**src/rtl/spimem_pkg.sv**
```systemverilog
package spimem_pkg;
  typedef enum logic [2:0] {
    ST_IDLE, ST_OPC, ST_ADDR, ST_RDARR, ST_RDSTAT, ST_WRSTAT, ST_WRDATA, ST_WAIT
  } st_t;

  localparam logic [7:0] OP_SETWE = 8'h06;
  localparam logic [7:0] OP_CLRWE = 8'h04;
  localparam logic [7:0] OP_RDST  = 8'h05;
  localparam logic [7:0] OP_WRST  = 8'h01;
  localparam logic [7:0] OP_RDARR = 8'h03;
  localparam logic [7:0] OP_WRARR = 8'h02;
endpackage

```
**src/rtl/spi_pin_sync.sv**
```systemverilog
module spi_pin_sync #(
  parameter int W = 4,
  parameter logic [W-1:0] RST_VAL = '0
) (
  input  logic         clk,
  input  logic         rst_n,
  input  logic [W-1:0] pin_in,
  output logic [W-1:0] pin_s
);
  for (genvar g = 0; g < W; g++) begin : g_bit
    logic meta, stable;
    always_ff @(posedge clk or negedge rst_n) begin
      if (!rst_n) begin
        meta   <= RST_VAL[g];
        stable <= RST_VAL[g];
      end else begin
        meta   <= pin_in[g];
        stable <= meta;
      end
    end
    assign pin_s[g] = stable;
  end
endmodule

```
**src/rtl/spi_cmd_fsm.sv**
```systemverilog
module spi_cmd_fsm
  import spimem_pkg::*;
#(
  parameter int AW = 10
) (
  input  logic          clk,
  input  logic          rst_n,
  input  logic          cs_s,
  input  logic          sck_s,
  input  logic          mosi_s,
  input  logic          hold_s,
  input  logic          busy,
  input  logic [7:0]    stat_in,
  input  logic [7:0]    arr_rd_data,
  output logic          arr_rd_en,
  output logic [AW-1:0] arr_rd_addr,
  output logic          wren_stb,
  output logic          wrdi_stb,
  output logic          wrsr_stb,
  output logic [7:0]    wrsr_data,
  output logic          wdata_stb,
  output logic [AW-1:0] wdata_addr,
  output logic [7:0]    wdata,
  output logic          out_bit,
  output logic          out_drv,
  output logic          hold_act,
  output st_t           state
);
  function automatic logic [AW-1:0] step(input logic [AW-1:0] a);
    return a + 1'b1;
  endfunction

  st_t           st;
  logic          sck_d, cs_d, hold_q, drv, wr_mode, rd_pend;
  logic [3:0]    cnt;
  logic [7:0]    sh, nbuf;
  logic [6:0]    osr;
  logic [AW-2:0] ash;
  logic [AW-1:0] addr;

  wire sck_rise = sck_s & ~sck_d;
  wire sck_fall = ~sck_s & sck_d;
  wire cs_fall  = ~cs_s & cs_d;
  wire ev_rise  = sck_rise & ~hold_q;
  wire ev_fall  = sck_fall & ~hold_q;
  wire [7:0]    in_byte = {sh[6:0], mosi_s};
  wire [AW-1:0] in_addr = {ash, mosi_s};

  always_ff @(posedge clk or negedge rst_n) begin
    if (!rst_n) begin
      st <= ST_IDLE; sck_d <= 1'b0; cs_d <= 1'b0; hold_q <= 1'b0;
      drv <= 1'b0; wr_mode <= 1'b0; rd_pend <= 1'b0; cnt <= '0;
      sh <= '0; nbuf <= '0; osr <= '0; ash <= '0; addr <= '0; out_bit <= 1'b0;
      arr_rd_en <= 1'b0; wren_stb <= 1'b0; wrdi_stb <= 1'b0;
      wrsr_stb <= 1'b0; wrsr_data <= '0; wdata_stb <= 1'b0; wdata <= '0;
    end else begin
      sck_d <= sck_s;
      cs_d  <= cs_s;
      arr_rd_en <= 1'b0; wren_stb <= 1'b0; wrdi_stb <= 1'b0;
      wrsr_stb <= 1'b0; wdata_stb <= 1'b0;
      rd_pend <= arr_rd_en;
      if (rd_pend) nbuf <= arr_rd_data;
      if (wdata_stb) addr <= step(addr);

      if (hold_q) begin
        if (hold_s && !sck_s) hold_q <= 1'b0;
      end else if (st != ST_IDLE && !cs_s && !hold_s && !sck_s) begin
        hold_q <= 1'b1;
      end

      if (cs_s) begin
        st <= ST_IDLE; drv <= 1'b0; cnt <= '0;
      end else if (cs_fall) begin
        st <= ST_OPC; drv <= 1'b0; cnt <= '0;
      end else begin
        case (st)
          ST_OPC: if (ev_rise) begin
            sh  <= in_byte;
            cnt <= cnt + 4'd1;
            if (cnt[2:0] == 3'd7) begin
              cnt <= '0;
              case (in_byte)
                OP_SETWE: begin wren_stb <= 1'b1; st <= ST_WAIT; end
                OP_CLRWE: begin wrdi_stb <= 1'b1; st <= ST_WAIT; end
                OP_RDST:  st <= ST_RDSTAT;
                OP_WRST:  st <= ST_WRSTAT;
                OP_RDARR: begin st <= busy ? ST_WAIT : ST_ADDR; wr_mode <= 1'b0; end
                OP_WRARR: begin st <= ST_ADDR; wr_mode <= 1'b1; end
                default:  st <= ST_WAIT;
              endcase
            end
          end
          ST_ADDR: if (ev_rise) begin
            ash <= in_addr[AW-2:0];
            cnt <= cnt + 4'd1;
            if (cnt == 4'd15) begin
              cnt  <= '0;
              addr <= in_addr;
              if (wr_mode) st <= ST_WRDATA;
              else begin st <= ST_RDARR; arr_rd_en <= 1'b1; end
            end
          end
          ST_RDARR, ST_RDSTAT: if (ev_fall) begin
            cnt <= {1'b0, cnt[2:0] + 3'd1};
            if (cnt[2:0] == 3'd0) begin
              drv <= 1'b1;
              if (st == ST_RDARR) begin
                {out_bit, osr} <= nbuf;
                addr      <= step(addr);
                arr_rd_en <= 1'b1;
              end else begin
                {out_bit, osr} <= stat_in;
              end
            end else begin
              out_bit <= osr[6];
              osr     <= {osr[5:0], 1'b0};
            end
          end
          ST_WRSTAT: if (ev_rise) begin
            sh  <= in_byte;
            cnt <= cnt + 4'd1;
            if (cnt[2:0] == 3'd7) begin
              wrsr_stb <= 1'b1; wrsr_data <= in_byte; st <= ST_WAIT;
            end
          end
          ST_WRDATA: if (ev_rise) begin
            sh  <= in_byte;
            cnt <= cnt + 4'd1;
            if (cnt[2:0] == 3'd7) begin
              wdata_stb <= 1'b1; wdata <= in_byte; cnt <= '0;
            end
          end
          default: ;
        endcase
      end
    end
  end

  assign arr_rd_addr = addr;
  assign wdata_addr  = addr;
  assign out_drv     = drv & ~hold_q;
  assign hold_act    = hold_q;
  assign state       = st;
endmodule

```
**src/rtl/spi_mem_front.sv**
```systemverilog
module spi_mem_front
  import spimem_pkg::*;
#(
  parameter int AW = 10
) (
  input  logic          clk,
  input  logic          rst_n,
  input  logic          spi_cs_n,
  input  logic          spi_sck,
  input  logic          spi_mosi,
  input  logic          spi_hold_n,
  output logic          spi_miso,
  output logic          spi_miso_oe,
  input  logic          busy,
  input  logic [7:0]    stat_in,
  output logic          arr_rd_en,
  output logic [AW-1:0] arr_rd_addr,
  input  logic [7:0]    arr_rd_data,
  output logic          wren_stb,
  output logic          wrdi_stb,
  output logic          wrsr_stb,
  output logic [7:0]    wrsr_data,
  output logic          wdata_stb,
  output logic [AW-1:0] wdata_addr,
  output logic [7:0]    wdata
);
  localparam int NPIN = 4;
  // bit order {hold, select, clock, data}; select resets low so no false falling edge
  localparam logic [NPIN-1:0] PIN_RST = 4'b1000;

  logic [NPIN-1:0] pins_s;
  logic cs_s, sck_s, mosi_s, hold_s;
  logic out_bit, out_drv, hold_act;
  st_t  fsm_st;

  spi_pin_sync #(.W(NPIN), .RST_VAL(PIN_RST)) u_sync (
    .clk(clk), .rst_n(rst_n),
    .pin_in({spi_hold_n, spi_cs_n, spi_sck, spi_mosi}),
    .pin_s(pins_s)
  );
  assign {hold_s, cs_s, sck_s, mosi_s} = pins_s;

  spi_cmd_fsm #(.AW(AW)) u_fsm (
    .clk(clk), .rst_n(rst_n),
    .cs_s(cs_s), .sck_s(sck_s), .mosi_s(mosi_s), .hold_s(hold_s),
    .busy(busy), .stat_in(stat_in), .arr_rd_data(arr_rd_data),
    .arr_rd_en(arr_rd_en), .arr_rd_addr(arr_rd_addr),
    .wren_stb(wren_stb), .wrdi_stb(wrdi_stb),
    .wrsr_stb(wrsr_stb), .wrsr_data(wrsr_data),
    .wdata_stb(wdata_stb), .wdata_addr(wdata_addr), .wdata(wdata),
    .out_bit(out_bit), .out_drv(out_drv), .hold_act(hold_act), .state(fsm_st)
  );

  assign spi_miso    = out_bit;
  assign spi_miso_oe = out_drv & ~spi_cs_n;
endmodule

```
**config.mk**
```make
export PLATFORM = sky130hd
export DESIGN_NAME = spi_mem_front
export DESIGN_NICKNAME = d
export VERILOG_FILES = /design/src/rtl/spimem_pkg.sv /design/src/rtl/spi_pin_sync.sv /design/src/rtl/spi_cmd_fsm.sv /design/src/rtl/spi_mem_front.sv
export SDC_FILE = /design/constraint.sdc
export NUM_CORES = 1
export LEC_CHECK = 0
export ABC_CLOCK_PERIOD_IN_PS = 3400
export BUFFER_PORTS_ARGS = -buffer_cell sky130_fd_sc_hd__buf_4
export CORE_MARGIN = 1.5
export CORE_UTILIZATION = 40
export DETAILED_ROUTE_END_ITERATION = 8
export GPL_TIMING_DRIVEN = 1
export SLEW_MARGIN = 20
export SYNTH_ARGS = -nofsm -noshare
export SYNTH_HDL_FRONTEND = slang
export SYNTH_SLANG_ARGS = --single-unit
```
**constraint.sdc**
```tcl
create_clock -name clk -period 3.4 [get_ports clk]
set_input_delay 1.02 -clock clk [delete_from_list [all_inputs] [get_ports clk]]
set_output_delay 1.02 -clock clk [all_outputs]
set_load 0.005 [all_outputs]
```
# Yosys cells after proc, flatten, opt, wreduce, memory -nomap -nowiden
# Cells that the tools add are included.
[word_totals] inputBits=23 word_cells=166 output_inout_bits=43 reg_bits=84
[op_classes] n_reduce_logical=27 addsub=3 bitwise=13 eq_ne=22 muxes=72
[ops] op="$mux 10" n=8
[ops] op="$mux 1" n=38
[ops] op="$mux 4" n=8
[ops] op="$mux 3" n=10
[ops] op="$ne 4x2->1 const B" n=7
[ops] op="$eq 8x3->1 const B" n=3
[ops] op="$pmux 10 s2" n=1
[ops] op="$eq 8x2->1 const B" n=2
[ops] op="$pmux 4 s4" n=1
[ops] op="$reduce_and 5->1" n=3
[ops] op="$mux 7" n=2
[ops] op="$eq 3x3->1 const B" n=4
[ops] op="$pmux 3 s4" n=1
[ops] op="$reduce_and 4->1" n=3
[ops] op="$reduce_bool 3->1" n=4
[ops] op="$add 10x1->10 const B" n=1
[ops] op="$pmux 3 s3" n=1
[ops] op="$eq 8x1->1 const B" n=1
[ops] op="$and 1x1->1" n=7
[ops] op="$reduce_and 7->1" n=1
[ops] op="$eq 3x2->1 const B" n=2
[ops] op="$not 1->1" n=6
[ops] op="$reduce_and 6->1" n=1
[ops] op="$reduce_bool 6->1" n=1
[ops] op="14 further kinds" n=21

# Logic depth before layout (Yosys ltp)
# Gate-level depths: netlist of the first run.
[logic_depth] ltp_word=8 ltp_mapped=9 mapped_depth_nobuf=7

# Modules after synthesis
# Synthesis of the first run repeated with hierarchy kept, for this count alone.
[unflattened] hier_cells=383 hier_area_um2=4159.0
[modules_own_cells] mod="spi_cmd_fsm" seq_area_each_um2=1901.8 cells_per_inst=370 n_inst=1 area_each_um2=3912.5
[modules_own_cells] mod="spi_pin_sync" seq_area_each_um2=202.7 cells_per_inst=12 n_inst=1 area_each_um2=232.7
[modules_own_cells] mod="spi_mem_front" seq_area_each_um2=0.0 cells_per_inst=1 n_inst=1 area_each_um2=13.8

# Least setup slack after synthesis of the first run
# No wires, ideal clock.
[synth_path] path_kind="input to output" start="input spi_cs_n" end="output spi_miso_oe" t_required_ns=2.380 path_buffers=0 slack_ns=1.154 cell_stages=1 arrival_time_ns=1.226 path_cell_list="nor3b_1"
[synth_via] elab_chain_cells=2
[synth_rtl] element="start: declaration" line="spi_mem_front.sv:8" rtl="input logic spi_cs_n,"
[synth_rtl] element="$not 1->1" line="spi_mem_front.sv:55" rtl="assign spi_miso_oe = out_drv & ~spi_cs_n;"
[synth_rtl] element="$and 1x1->1" line="spi_mem_front.sv:55"
[synth_rtl] element="end: declaration" line="spi_mem_front.sv:13" rtl="output logic spi_miso_oe,"
# Every way passes these cells.

# Final worst setup path of the first run
# Ends and elaborated chain as after synthesis.

==> results of run 1 <==
power breakdown:
group	leakage (uW)	total, uW	internal [uW]	switching, uW
clock	0.0000967	676	278	398
combinational	0.00115	104	42.5	61.7
sequential	0.00110	1030	1010	18.4
total	0.00235	1810	1330	478
flip-flops by register name, indices dropped and copies added (netlist names), 7 cells and up:
| name | flops |
|---|---|
| u_fsm.nbuf | 8 |
| u_fsm.wdata | 8 |
| u_fsm.osr | 7 |
| u_fsm.ash | 9 |
| u_fsm.wrsr_data | 8 |
| u_fsm.sh | 7 |
| u_fsm.arr_rd_addr | 10 |
stage by stage:
step	area, sq um	worst slack, ns
6_report	4990	0.930
5_1_grt	4990	0.889
4_1_cts	4990	0.918
3_5_place_dp	4810	0.920
3_3_place_gp	4810	0.943
2_1_floorplan	4330	1.15
cell type report:
cell class	count	area (sq um)	share of cell area, %
clock buffer	9	124	2.48
timing repair buffer	67	507	10.1
sequential	84	2100	42.1
clock inverter	7	56.3	1.13
multi-input combinational	271	1990	39.8
inverter	12	45.0	0.902
tap	136	170	3.41
final timing paths:
| path | to | start | cells after the start | slack, ns |
|---|---|---|---|---|
| worst max-delay path | spi_miso_oe | spi_cs_n | 3 | 0.93 |
| worst min-delay path | u_sync.g_bit[0].stable | u_sync.g_bit[0].meta | 0 | 0.36 |
| worst max register to register | u_fsm.osr[0] | u_fsm.state[2] | 4 | 1.12 |
| worst min register to register | u_sync.g_bit[0].stable | u_sync.g_bit[0].meta | 0 | 0.36 |
| max in group asynchronous | u_fsm.ash[7] | rst_n | 1 | 2.18 |
| min in group asynchronous | u_fsm.nbuf[7] | rst_n | 1 | 0.68 |
cells in the mapped netlist (3+ instances only):
library cell and n:
nor3_1 8, nand2b_1 6, a221o_1 3, nor2_2 3
a21oi_1 23, dfrtp_1 82, o21ai_1 7, nand2_1 45
buf_4 14, o21ai_2 4, ha_1 4, nand3b_1 4
buf_2 7, nand3_1 8, nor2_1 16, nand4_1 3
o21ai_0 10, xnor2_1 5, a22o_1 4, buf_6 3
and3_1 3, a211oi_1 4, nor2b_1 3, inv_1 12
mux2_2 38, and2_1 3, mux2i_1 6, xor2_1 4
o221ai_1 7, clkbuf_1 5
metal layers:
| metal | track usage [%] | up-vias | routed length, um | share of wire [%] |
|---|---|---|---|---|
| met3 | 4.44 | 13 | 551 | 5.9 |
| li1 | - | 1518 | - | - |
| met5 | 0 | - | 0 | 0 |
| met1 | 23.2 | 1599 | 4220 | 45 |
| met2 | 28.3 | 87 | 4440 | 48 |
| met4 | 5.90 | 0 | 119 | 1.3 |
logic make-up (layout without fill, tap and decap cells):
| family | after synthesis | count (layout) | share of synthesized area (%) |
|---|---|---|---|
| and+or+nand+nor | 127 | 127 | 16.5 |
| xor gates and xnor gates | 9 | 9 | 1.82 |
| AOI/OAI and AO/OA | 87 | 87 | 15.2 |
| adders and majority gates | 4 | 4 | 1.16 |
| buffers and inverters | 41 | 95 | 5.49 |
| DFF | 84 | 84 | 48.6 |
| muxes | 44 | 44 | 11.3 |
==> flow_metrics.tcl, run 1 <==
set metrics [dict create \
    synth_nets 423 \
    cap_violations 0 \
    grt_start_max_net_pins 85 \
    route.detailed.drc 0 \
    synth_flop_cell "dfrtp_1" \
    max_freq_mhz 405 \
    portBuffers 65 \
    avgSynthCellArea_sq_um 10.9 \
    cts-buffers-inserted 9 \
    setup_violations 0 \
    fillers 986 \
    crit_family "buffers and inverters" \
    mostFrequentLayoutCells "dfrtp_1, buf_4, nand2_1, mux2_2, a21oi_1" \
    endpoint_kind "output port" \
    wl_per_cell_um 15.9 \
    ys_warn_count 0 \
    place_inst 570 \
    finalHoldViolCount 0 \
    instances_no_fill 586 \
    die-area_sq_mm 0.0115 \
    fin_crit_ns 2.47 \
    cts_buffer_depth 2 \
    cts_resized 0 \
    p_per_area_mw_per_mm2 363 \
    start_util_pct 41.6 \
    cts_max_level 3 \
    critPathMaxFanout 2 \
    cts_tree "built" \
    grt_pass1_wl_um 15900 \
    vias 3217 \
    slew_violations 0 \
    hpwlAfterDp_um 6510 \
    fin_tns_setup_ns 0 \
    antenna_found_initial 0 \
    viasPerCell 5.49 \
    syn_area_sq_mm 0.00433 \
    final_common_cell "dfrtp_1" \
    worst_setup_path_start_kind "primary input" \
    antenna_cells 0 \
    synthCells 396 \
    leakage_uw 0.00235 \
    dr.pass1.iters 5 \
    cp_num_buf_inv 2 \
    outcome "completed" \
    synth_cell_type_count 74 \
    antenna_left 0 \
    synth_edf_count 0 \
    first_iter_violations 166 \
    hold_path.class "reg -> reg" \
    drive_gt1_share_pct 33.3 \
    post-cts-setup-buffers 0 \
    final_util_pct 47.9 \
    ys_seq_area_share_pct 48.6 \
    crit_chain "buf_4, nor3b_1, buf_4" \
    crit_type "in -> out" \
    slew_headroom_pct 49.5 \
    clock-sinks 84 \
    die_h_um 107 \
    synth_seq_cells 84 \
    gr-total-overflow 0 \
    synth_top_area_share_pct 47.4 \
    tightest_slew_ns 0.758 \
    cts_hold_buffers 0 \
    cpPeakStageDelay_ns 0.18 \
    clkTransAtPathRegs_ns 0.10 \
    hold_ws_ns 0.359 \
    nets 472 \
    rsz0062_at_grt "no" \
    core_sq_mm 0.0104 \
    rows 37 \
    die_width_um 107 \
    ir_worst_vdd_v 0.000160 \
    power_uw 1810 \
    period_share_pct 72.7 \
    cp_slowest_cell "nor3b_1" \
    cts_root_buf "clkbuf_8" \
    crit_top_cell "buf_4" \
    routed_wl_um 9330 \
    track_usage_pct 17.6 \
    areaGrowthSynthToFinish_pct 15.3 \
    worstPathRequired_ns 2.38 \
    clkLatencyLatePin_ns 0.37 \
    grt_pass1_vias 3218 \
    arrival_ns 1.45 \
    synth.area.top_cells "dfrtp_1, mux2_2, nand2_1, a21oi_1, buf_4" \
    synth.largest_area_cell "dfrtp_1" \
    gp_congestion 0.788 \
    skew_ns 0.0141 \
    synthArstFlopShare_pct 100 \
    ios 66 \
]
(Power assumes the default switching activity.)
==> inputs of run 2 (changes only) <==
--- a/config.mk
+++ b/config.mk
@@ -5,7 +5,8 @@
 export SDC_FILE = /design/constraint.sdc
 export NUM_CORES = 1
 export LEC_CHECK = 0
-export ABC_CLOCK_PERIOD_IN_PS = 3400
+export ABC_AREA = 1
+export ABC_CLOCK_PERIOD_IN_PS = 2300
 export BUFFER_PORTS_ARGS = -buffer_cell sky130_fd_sc_hd__buf_4
 export CORE_MARGIN = 1.5
 export CORE_UTILIZATION = 40
==> constraint.sdc (replaced) <==
create_clock -name clk -period 2.3 [get_ports clk]
set_input_delay 0.69 -clock clk [delete_from_list [all_inputs] [get_ports clk]]
set_output_delay 0.69 -clock clk [all_outputs]
set_load 0.005 [all_outputs]
==> run 2 against run 1 <==
Against the previous run: sequential share of layout area fell by 1.1 points; first-iteration DRC count up 48%; worst hold slack worse by 0.14 ns; cell count is 30% higher; register-to-register slack worse by 0.68 ns; flip-flop and latch count unchanged; synthesized area increased by 0.32%; global-route usage is 0.76 points higher; power grew 83%; final area rose by 2.6%; combinational power grew to 5.1 times the previous value; critical endpoint is now u_fsm.arr_rd_addr[7]; largest cell class unchanged.
==> flow_metrics.tcl, run 2 <==
set metrics [dict create \
    die_h_um 107 \
    period_share_pct 80.9 \
    syn_area_sq_mm 0.00434 \
    fin_crit_ns 1.86 \
    cts_resized 0 \
    clkTransAtPathRegs_ns 0.09 \
    slew_violations 0 \
    ys_seq_area_share_pct 48.5 \
    antenna_found_initial 0 \
    synth_seq_cells 84 \
    ir_worst_vdd_v 0.000315 \
    grt_pass1_vias 3433 \
    ys_top_cells_by_count "nand2_1, dfrtp_1, inv_1" \
    synth.area.top_cells "dfrtp_1, nand2_1, o21ai_0, inv_1, nand3_1" \
    largest_register_ffs 10 \
    synth_cell_type_count 30 \
    clock-sinks 84 \
    setup_violations 0 \
    ys_warn_count 0 \
    post-cts-setup-buffers 0 \
    r2r-start "u_fsm.state[2]" \
    cap_violations 0 \
    mostFrequentLayoutCells "nand2_1, dfrtp_1, buf_4, inv_1, o21ai_0" \
    critPathMaxFanout 13 \
    vias 3636 \
    synth_edf_count 0 \
    clkLatencyLatePin_ns 0.35 \
    arrival_ns 2.10 \
    core_sq_mm 0.0104 \
    worstPathRequired_ns 2.54 \
    drive_gt1_share_pct 20.5 \
    finalHoldViolCount 0 \
    skew_ns 0.0129 \
    synthCells 557 \
    synthMostInstantiatedCell "nand2_1" \
    fillers 1076 \
    r2r_end "u_fsm.arr_rd_addr[7]" \
    gr-total-overflow 0 \
    route.detailed.drc 0 \
    final_common_cell "nand2_1" \
    cts_root_buf "clkbuf_8" \
    cts_buffer_depth 2 \
    fin_tns_setup_ns 0 \
    first_iter_violations 245 \
    cp-startpoint "u_fsm.state[2]" \
    synth_top_area_share_pct 47.2 \
    endpoint_kind "register" \
    leakage_uw 0.00260 \
    synthArstFlopShare_pct 100 \
    place_ws_ns 0.448 \
    outcome "completed" \
    cts_tree "built" \
    synth_nets 584 \
    max_freq_mhz 537 \
    die-area_sq_mm 0.0115 \
    antenna_left 0 \
    grt_pass1_wl_um 16600 \
    p_per_area_mw_per_mm2 645 \
    viasPerCell 4.79 \
    nets 646 \
    die_width_um 107 \
    regArea_sq_mm 0.00210 \
    cts-buffers-inserted 9 \
    r2r_setup_slack_ns 0.44 \
    slew_headroom_pct 61.9 \
    track_usage_pct 18.4 \
    r2r_cells 7 \
    synth_flop_cell "dfrtp_1" \
    hpwlAfterDp_um 7200 \
    gp_congestion 0.829 \
    wl_per_cell_um 13.0 \
    tightest_slew_ns 0.572 \
    antenna_cells 0 \
    areaGrowthSynthToFinish_pct 18.0 \
    portBuffers 65 \
    crit_type "reg -> reg" \
    multi_input_area_sq_mm 0.00182 \
    dr.pass1.iters 5 \
    rsz0062_at_grt "no" \
    start_util_pct 41.7 \
    routed_wl_um 9890 \
    worst_setup_path_start_kind "register" \
    setup_slack_ns 0.438 \
    cts_hold_buffers 0 \
    grt_start_max_net_pins 42 \
    synth.largest_area_cell "dfrtp_1" \
    ios 66 \
    cts_max_level 3 \
    avgSynthCellArea_sq_um 7.80 \
    rows 37 \
    hold_path.class "in -> async" \
]
run 2: cells by family after synthesis:
| group | share of synthesized area, % |
|---|---|
| flops | 48.5 |
| simple gates | 26.8 |
| fa+ha+maj | 1.15 |
| mux | 0.519 |
| buf+inv | 9.68 |
| compound gates | 12.8 |
| xor+xnor | 0.605 |
run 2: area by class of cell:
cell class	instances	share of cell area [%]
Multi-Input combinational cell	384	35.5
Inverter	65	4.76
Tap cell	136	3.32
Clock inverter	5	1.66
Clock buffer	10	2.49
Sequential cell	84	41.1
Timing Repair Buffer	75	11.2
run 2: worst max path at each step:
stage | to | slack, ns | cells past startpoint
floorplan | u_fsm.arr_rd_addr[2] | 0.70 | 10
global placement | spi_miso_oe | 0.51 | 3
detailed placement | u_fsm.arr_rd_addr[7] | 0.45 | 7
CTS | u_fsm.arr_rd_addr[7] | 0.42 | 7
global route | u_fsm.arr_rd_addr[6] | 0.26 | 9
finish | u_fsm.arr_rd_addr[7] | 0.44 | 7
run 2: stage by stage:
| step | std cells | utilization (%) | hold WS, ns | cell area, sq um | total power (uW) |
|---|---|---|---|---|---|
| after floorplan | 557 | - | 0.331 | 4340 | 1990 |
| after global placement | 744 | 47.2 | 0.333 | 4910 | 2180 |
| after detailed placement | 744 | 47.2 | 0.336 | 4910 | 2190 |
| after CTS | 759 | 49.2 | 0.215 | 5120 | 3350 |
| after global routing | 759 | 49.2 | 0.213 | 5120 | 3500 |
| final | 759 | 49.2 | 0.219 | 5120 | 3310 |
run 2: per-layer routing:
layer	global-route usage, %	up-vias	wire length [um]	part of all wire (%)
met5	0	-	0	0
met4	6.29	0	185	1.9
met3	3.47	15	426	4.3
met2	27.8	83	4490	45
met1	26.4	1657	4780	48
li1	-	1881	-	-
run 2: critical path: stages, from the launching register on:
cell and delay [ns]:
dfrtp_1 0.48, inv_1 0.13, nand3_1 0.11, nand2_2 0.20, o21ai_2 0.53, nand3_1 0.16
nand2_1 0.09, nand2_1 0.05
run 2: where the power goes:
group	switching (uW)	leakage, uW	internal (uW)	total, uW
clock	533	0.000103	612	1150
combinational	324	0.00144	203	527
sequential	77.5	0.00106	1560	1640
==> inputs of run 3 (changes only) <==
--- a/config.mk
+++ b/config.mk
@@ -6,7 +6,7 @@
 export NUM_CORES = 1
 export LEC_CHECK = 0
 export ABC_AREA = 1
-export ABC_CLOCK_PERIOD_IN_PS = 2300
+export ABC_CLOCK_PERIOD_IN_PS = 1720
 export BUFFER_PORTS_ARGS = -buffer_cell sky130_fd_sc_hd__buf_4
 export CORE_MARGIN = 1.5
 export CORE_UTILIZATION = 40
==> constraint.sdc (replaced) <==
create_clock -name clk -period 1.72 [get_ports clk]
set_input_delay 0.516 -clock clk [delete_from_list [all_inputs] [get_ports clk]]
set_output_delay 0.516 -clock clk [all_outputs]
set_load 0.005 [all_outputs]
==> run 3 against run 2 <==
Against the previous run: wire length grew 1.7%; flip-flop and latch count did not move; via count grew 2.1%; non-clock buffer count is 16 higher; die area unchanged; cell count rose by 2.2%; critical endpoint is now wdata_addr[5]; highest routed layer unchanged.
==> flow_metrics.tcl, run 3 (synthesized netlist as in run 2, its figures left out) <==
set metrics [dict create \
    ios 66 \
    fin_crit_ns 1.64 \
    track_usage_pct 18.8 \
    critPathMaxFanout 6 \
    crit_family "flip-flops" \
    worstPathRequired_ns 1.20 \
    core_sq_mm 0.0104 \
    skew_ns 0.0110 \
    clkLatencyLatePin_ns 0.36 \
    dpl_cell_area_sq_mm 0.00502 \
    outcome "completed" \
    cpPeakStageDelay_ns 0.46 \
    crit_type "reg -> out" \
    ir_worst_vdd_v 0.000546 \
    arrival_ns 1.13 \
    r2r_cells 10 \
    tightest_slew_ns 0.399 \
    fin_tns_setup_ns 0 \
    instances_no_fill 776 \
    cts_tree "built" \
    slew_violations 0 \
    cts_max_level 3 \
    crit_top_cell "buf_4" \
    wl_per_cell_um 13.0 \
    gp_congestion 0.888 \
    drive_gt1_share_pct 24.5 \
    r2r-start "u_fsm.cnt[0]" \
    final_common_cell "nand2_1" \
    cp_slowest_cell "dfrtp_1" \
    max_freq_mhz 609 \
    cp-startpoint "u_fsm.arr_rd_addr[5]" \
    antenna_found_initial 0 \
    power_uw 4370 \
    antenna_left 0 \
    gr-total-overflow 0 \
    fillers 994 \
    viasPerCell 4.78 \
    portBuffers 65 \
    grt_pass1_wl_um 16900 \
    period_share_pct 95.4 \
    grt_start_max_net_pins 27 \
    routed_wl_um 10100 \
    cp_num_buf_inv 2 \
    antenna_cells 0 \
    cts_buffer_depth 2 \
    die_h_um 107 \
    cts-buffers-inserted 9 \
    cap_violations 0 \
    hpwlAfterDp_um 7450 \
    dr.pass1.iters 4 \
    hold_path.class "in -> async" \
    finalHoldViolCount 0 \
    clock-sinks 84 \
    cp_num_cells 2 \
    mostFrequentLayoutCells "nand2_1, buf_4, dfrtp_1, inv_1, o21ai_0" \
    first_iter_violations 168 \
    nets 662 \
    vias 3712 \
    endpoint_kind "output port" \
    setup_violations 0 \
    route.detailed.drc 0 \
    place_inst 757 \
    clkTransAtPathRegs_ns 0.09 \
    cts_root_buf "clkbuf_8" \
    rsz0062_at_grt "yes" \
    rows 37 \
    start_util_pct 41.7 \
    cts_hold_buffers 0 \
    slew_headroom_pct 73.3 \
    die-area_sq_mm 0.0115 \
    fin_area_sq_mm 0.00531 \
    p_per_area_mw_per_mm2 824 \
    grt_pass1_vias 3604 \
    die_width_um 107 \
    final_util_pct 50.9 \
    areaGrowthSynthToFinish_pct 22.2 \
    largest_register_ffs 10 \
    worst_setup_path_start_kind "register" \
    leakage_uw 0.00267 \
    crit_chain "buf_4, buf_4" \
]
run 3: cell types whose count changed in the layout (fill, tap and decap cells not counted), sizes merged:
cell,previous run,this run
buf,75,91
bufinv,2,1
clkinvlp,1,2
inv,65,66
run 3: what timing repair did:
item,in CTS,in global routing
setup endpoints to repair,0,25
gates resized for setup,0,21
endpoints found under the hold margin,0,0
setup buffers,0,2
run 3: cell type report:
type / instances / area [sq um] / share of cell area, %
Clock inverter: 6 / 71.3 / 1.34
Timing Repair Buffer: 91 / 719 / 13.6
Tap cell: 136 / 170 / 3.21
Inverter: 65 / 246 / 4.65
Sequential cell: 84 / 2110 / 39.7
Multi-Input combinational cell: 384 / 1860 / 35.1
Clock buffer: 10 / 128 / 2.41
run 3: final timing paths:
path / slack [ns] / end
worst max-delay path: 0.08 / wdata_addr[5]
worst min-delay path: 0.05 / u_fsm.wrsr_data[7]
worst max register to register: 0.12 / u_fsm.state[0]
worst min register to register: 0.36 / u_sync.g_bit[2].stable
max in group asynchronous: 1.14 / u_fsm.wdata[1]
min in group clk: 0.26 / u_sync.g_bit[0].meta
run 3: stage by stage:
stage,hold WS (ns),worst slack [ns]
2_1_floorplan,0.220,0.123
3_3_place_gp,0.333,0.0917
3_5_place_dp,0.342,0.0106
4_1_cts,0.0396,0.00177
5_1_grt,0.0463,-0.0469
6_report,0.0508,0.0786
run 3: where the power goes:
part / internal, uW / switching [uW] / total (uW) / leakage, uW
combinational: 304 / 459 / 763 / 0.00152
clock: 684 / 739 / 1420 / 0.0000935
sequential: 2080 / 105 / 2190 / 0.00106
run 3: per-layer routing:
| layer | share of wire (%) | global-route usage, % | routed length [um] | vias up |
|---|---|---|---|---|
| met2 | 48 | 31.2 | 4800 | 87 |
| met4 | 0.82 | 5.62 | 82 | 0 |
| met1 | 46 | 24.5 | 4660 | 1701 |
| met3 | 5.1 | 3.95 | 515 | 7 |
| met5 | 0 | 0 | 0 | - |
| li1 | - | - | - | 1917 |
